===== src/rtl/bus_snoop_pkg.sv =====
package bus_snoop_pkg;
  localparam int REC_BYTES = 6;
  localparam logic [15:0] SYNC_MARK = 16'hEEEE;

  typedef struct packed {
    logic fire;   // qualified write seen this cycle
    logic push;   // record goes into the FIFO
    logic drop;   // record discarded for lack of room
  } snoopStrb_t;
endpackage


===== src/rtl/bus_snoop_dp.sv =====
module bus_snoop_dp
  import bus_snoop_pkg::*;
#(
  parameter int TICK_DIV    = 3810,
  parameter int CNT_W       = 16,
  parameter int FIFO_DEPTH  = 16,
  parameter int SYNC_STAGES = 2
) (
  input  logic       clk,
  input  logic       rst,
  input  logic [7:0] busData,
  input  logic [3:0] busAddr,
  input  logic       busRdN,
  input  logic       busCsN,
  input  logic       busWrN,
  input  snoopStrb_t strb,
  output logic       wrFall,
  output logic       csLow,
  output logic       fitsRecord,
  output logic [7:0] outData,
  output logic       outValid,
  input  logic       outReady
);
  localparam int PIN_W = 15;
  localparam int AW    = $clog2(FIFO_DEPTH);
  localparam int DIV_W = $clog2(TICK_DIV + 1);
  localparam logic [PIN_W-1:0] PIN_IDLE = {3'b111, 12'h000};
  localparam logic [CNT_W-1:0] TIME_MAX = '1;
  localparam logic [AW:0] ROOM_LIMIT = (AW+1)'(FIFO_DEPTH - REC_BYTES);

  // input synchroniser
  logic [PIN_W-1:0] pinRaw, pinS;
  logic [PIN_W-1:0] syncReg [SYNC_STAGES];
  logic wrPrev;

  assign pinRaw = {busWrN, busCsN, busRdN, busAddr, busData};
  assign pinS   = syncReg[SYNC_STAGES-1];

  always_ff @(posedge clk) begin
    if (rst) begin
      for (int s = 0; s < SYNC_STAGES; s++) syncReg[s] <= PIN_IDLE;
      wrPrev <= 1'b1;
    end else begin
      syncReg[0] <= pinRaw;
      for (int s = 1; s < SYNC_STAGES; s++) syncReg[s] <= syncReg[s-1];
      wrPrev <= pinS[14];
    end
  end

  assign wrFall = wrPrev & ~pinS[14];
  assign csLow  = ~pinS[13];

  // tick prescaler and elapsed counter
  logic [DIV_W-1:0] preCnt;
  logic [CNT_W-1:0] timeCnt;

  always_ff @(posedge clk) begin
    if (rst || strb.fire) begin
      preCnt  <= '0;
      timeCnt <= '0;
    end else if (preCnt == DIV_W'(TICK_DIV - 1)) begin
      preCnt <= '0;
      if (timeCnt != TIME_MAX) timeCnt <= timeCnt + 1'b1;
    end else begin
      preCnt <= preCnt + 1'b1;
    end
  end

  // record assembly
  logic [15:0] busWord;
  logic [8*REC_BYTES-1:0] recBits;
  assign busWord = {2'b00, pinS[13:0]};
  assign recBits = {busWord, 16'(timeCnt), SYNC_MARK};

  // output FIFO with a record-wide write port
  logic [7:0]    mem [FIFO_DEPTH];
  logic [AW-1:0] wrPtr, rdPtr;
  logic [AW:0]   count;
  logic          pop;

  assign outValid   = (count != '0);
  assign outData    = mem[rdPtr];
  assign pop        = outValid & outReady;
  assign fitsRecord = (count <= ROOM_LIMIT);

  always_ff @(posedge clk) begin
    if (strb.push)
      for (int k = 0; k < REC_BYTES; k++)
        mem[wrPtr + AW'(k)] <= recBits[8*k +: 8];
  end

  always_ff @(posedge clk) begin
    if (rst) begin
      wrPtr <= '0;
      rdPtr <= '0;
      count <= '0;
    end else begin
      if (strb.push) wrPtr <= wrPtr + AW'(REC_BYTES);
      if (pop)       rdPtr <= rdPtr + 1'b1;
      count <= count + (strb.push ? (AW+1)'(REC_BYTES) : '0) - (AW+1)'(pop);
    end
  end

  AST_OUT_HOLD: assert property (@(posedge clk) disable iff (rst)
    outValid && !outReady |=> outValid && $stable(outData));
  AST_TIME_CLEAR: assert property (@(posedge clk) disable iff (rst)
    strb.fire |=> timeCnt == '0);
  AST_TIME_SAT: assert property (@(posedge clk) disable iff (rst)
    timeCnt == TIME_MAX && !strb.fire |=> timeCnt == TIME_MAX);
  AST_NO_OVERFLOW: assert property (@(posedge clk) disable iff (rst)
    count <= (AW+1)'(FIFO_DEPTH));
  AST_CS_QUALIFY: assert property (@(posedge clk) disable iff (rst)
    !csLow |-> !strb.push);
  AST_FIFO_EMPTY_RST: assert property (@(posedge clk)
    rst |=> !outValid);
endmodule


===== src/rtl/bus_snoop_ctrl.sv =====
module bus_snoop_ctrl
  import bus_snoop_pkg::*;
(
  input  logic       clk,
  input  logic       rst,
  input  logic       wrFall,
  input  logic       csLow,
  input  logic       fitsRecord,
  output snoopStrb_t strb,
  output logic       overflow
);
  always_comb begin
    strb.fire = wrFall & csLow;
    strb.push = strb.fire & fitsRecord;
    strb.drop = strb.fire & ~fitsRecord;
  end

  always_ff @(posedge clk) begin
    if (rst)            overflow <= 1'b0;
    else if (strb.drop) overflow <= 1'b1;
  end

  AST_OVF_STICKY: assert property (@(posedge clk) disable iff (rst)
    overflow |=> overflow);
  AST_DROP_FLAGS: assert property (@(posedge clk) disable iff (rst)
    strb.drop |=> overflow);
  AST_OVF_RESET: assert property (@(posedge clk)
    rst |=> !overflow);
endmodule


===== src/rtl/bus_snoop.sv =====
module bus_snoop
  import bus_snoop_pkg::*;
#(
  parameter int TICK_DIV    = 3810,
  parameter int CNT_W       = 16,
  parameter int FIFO_DEPTH  = 16,
  parameter int SYNC_STAGES = 2
) (
  input  logic       clk,
  input  logic       rst,
  input  logic [7:0] busData,
  input  logic [3:0] busAddr,
  input  logic       busRdN,
  input  logic       busCsN,
  input  logic       busWrN,
  output logic [7:0] outData,
  output logic       outValid,
  input  logic       outReady,
  output logic       overflow
);
  snoopStrb_t strb;
  logic wrFall, csLow, fitsRecord;

  bus_snoop_dp #(
    .TICK_DIV(TICK_DIV), .CNT_W(CNT_W),
    .FIFO_DEPTH(FIFO_DEPTH), .SYNC_STAGES(SYNC_STAGES)
  ) u_dp (
    .clk(clk), .rst(rst),
    .busData(busData), .busAddr(busAddr),
    .busRdN(busRdN), .busCsN(busCsN), .busWrN(busWrN),
    .strb(strb), .wrFall(wrFall), .csLow(csLow), .fitsRecord(fitsRecord),
    .outData(outData), .outValid(outValid), .outReady(outReady)
  );

  bus_snoop_ctrl u_ctrl (
    .clk(clk), .rst(rst),
    .wrFall(wrFall), .csLow(csLow), .fitsRecord(fitsRecord),
    .strb(strb), .overflow(overflow)
  );
endmodule


===== config.mk =====
export PLATFORM = sky130hd
export DESIGN_NAME = bus_snoop
export DESIGN_NICKNAME = d
export VERILOG_FILES = /design/src/rtl/bus_snoop_pkg.sv /design/src/rtl/bus_snoop_dp.sv /design/src/rtl/bus_snoop_ctrl.sv /design/src/rtl/bus_snoop.sv
export SDC_FILE = /design/constraint.sdc
export NUM_CORES = 1
export LEC_CHECK = 0
export ABC_AREA = 1
export CORE_MARGIN = 2
export CORE_UTILIZATION = 45
export DETAILED_ROUTE_END_ITERATION = 6
export MAX_ROUTING_LAYER = met4
export SYNTH_ARGS = -nofsm -noshare
export SYNTH_HDL_FRONTEND = slang
export SYNTH_HIERARCHICAL = 1
export SYNTH_SLANG_ARGS = --single-unit

===== constraint.sdc =====
create_clock -name clk -period 3.74 [get_ports clk]
set_input_delay 0.561 -clock clk [delete_from_list [all_inputs] [get_ports clk]]
set_output_delay 0.561 -clock clk [all_outputs]
set_load 0.01 [all_outputs]

==> flow_summary.yaml <==
sta:
  setup_ws_ps: 505
  clock.fmax_ghz: 0.309
  fin_crit_ps: 3230
  setup_tns_ps: 0
  tightest_slew_ps: 985
  setup_viol_count_final: 0
  hold_viol_final: 0
  period_share: 0.865
  rsz0062_at_grt: "false"
  fin_worst_skew_ps: 19.0
  drv_slew: 0
  hold_ws_ps: 397
  slew_headroom: 0.343
clock_network:
  clk_pin_slew_worst_paths_ps: 60
  cts_buffers: 23
  tritoncts: "yes"
  cts.path.max_buffers: 3
  cts_hold_buf: 0
  clock-root-buffer: "clkbuf_16"
  cts_setup_buffers: 0
  cts.repair.resized: 0
  cts_max_level: 1
  clock_latency_ps: 530
  cts.sinks: 204
routing:
  vias: 7870
  drtIter0Drc: 894
  drcViolationCount: 0
  first_pass_iters: 6
  antenna_left: 0
  viasPerCell: 5.48
  finalWirelength_um: 27000
  avgRoutedWirePerCell_um: 18.8
die:
  ios: 28
  rows: 54
  die_x_um: 152
  chipHeight_um: 152
  core_mm2: 0.0217
  start_util: 0.455
  fp.dieArea_mm2: 0.0231
grt:
  track_usage: 0.237
  grt_pass1_wl_um: 41700
  grt-ovfl-total: 0
  antenna_found_initial: 0
  grt_pass1_vias: 7290
  grt_start_max_net_pins: 85
flow_run:
  cap_violations: 0
worst_setup_path:
  cp_max_fo: 27
  r2r-end: "u_dp/mem[0][5]"
  required_ps: 3180
  end_kind: "primary output"
  crit_type: "reg2out"
  timing.rr.start: "u_dp/count[4]"
  critPathLaunchType: "register"
  r2r_slack_ps: 850
  worstPathArrival_ps: 2670
  reg2reg_depth: 11
yosys:
  synth_cells: 1142
  syn-cell-area_mm2: 0.00987
  syn_avg_cell_area_um2: 8.64
  yosysWarnings: 6
  syn_nets: 1174
finish:
  final_cells: 1435
  nNetsFinal: 1170
  drive_gt1_frac: 0.0814
  diodes: 0
  final.fill_count: 2054
  area_growth_pct: 12.5
hold_path:
  hold_depth: 2
  hold_class: "reg2reg"
  min_to: "u_dp/syncReg[0][22]"
  hold_start: "u_dp/syncReg[0][7]"
run_status:
  status: "finished clean"
power_and_ir_drop:
  ir_worst_vdd_v: 0.000418
  power_w: 0.00594
  cellLeakagePower_nw: 4.34
  power.density_mw_per_mm2: 535
placement:
  dpl.cell_count: 1393
  dp.final_hpwl_um: 17800
  gp_congestion: 0.915
  place_ws_ps: 879
  portBuffers: 27
-- critical path, cell delays in order (launching register included) --
cell and delay, ps:
dfxtp_2 690, buf_4 390, o211ai_1 140, nand3_1 130
nand3_1 120, nand2_1 120, clkdlybuf4s50_1 540
-- cell usage in the layout, fill, tap and decap left out, types with 12 or more instances in the layout --
master           count
nor2_1              84
clkbuf_16           25
o21ai_0             54
a21oi_1             66
clkdlybuf4s50_1     27
edfxtp_1           112
o22ai_1             80
ha_1                13
nand3_1             70
o221ai_1            16
inv_1              198
dfxtp_1             90
nand2_1            158
o211ai_1            40
nand2_2             12
-- where the power goes --
group	switching [W]	internal [W]	total, W
logic	0.000588	0.000387	0.000975
clock network	0.000900	0.00151	0.00241
registers	0.000125	0.00243	0.00256
total	0.00161	0.00433	0.00594
-- metrics by stage --
stage / instance area [µm²] / utilization
global placement: 10300 / 0.474
CTS: 11100 / 0.512
finish: 11100 / 0.512
floorplan: 9870 / -
global route: 11100 / 0.512
detailed placement: 10300 / 0.474
-- flip-flops by register name, indices dropped and copies added (netlist names), named ones only --
signal / flops
u_dp/wrPtr: 3
u_dp/mem: 128
u_dp/wrPrev: 1
u_ctrl/overflow: 1
u_dp/rdPtr: 4
u_dp/syncReg: 30
u_dp/count: 5
u_dp/timeCnt: 16
u_dp/preCnt: 12
-- worst max-delay path by stage --
stage	start	end	cells past startpoint
finish	register	outData[0]	6
global route	register	outData[2]	6
CTS	register	outData[3]	6
detailed placement	u_dp/count[4]	u_dp/mem[0][3]	11
global placement	u_dp/count[4]	u_dp/mem[0][2]	11
floorplan	u_dp/count[4]	u_dp/mem[4][0]	9
-- metal layers --
layer  share of wire  GRT usage  vias up
met3           0.093     0.0422       50
met5               0          -        -
met4           0.023     0.0650        0
li1                -          -     3864
met1            0.44      0.337     3606
met2            0.44      0.351      350
-- cell type report --
cell class | count | area, µm² | share of cell area
inverters | 210 | 791 | 0.0712
well taps | 280 | 350 | 0.0315
clock inverters | 7 | 91.3 | 0.00822
clock buffers | 35 | 744 | 0.0670
flip-flops and latches | 204 | 5210 | 0.469
repair buffers | 37 | 358 | 0.0322
multi-input cells | 662 | 3560 | 0.321
(Power assumes the default switching activity.)
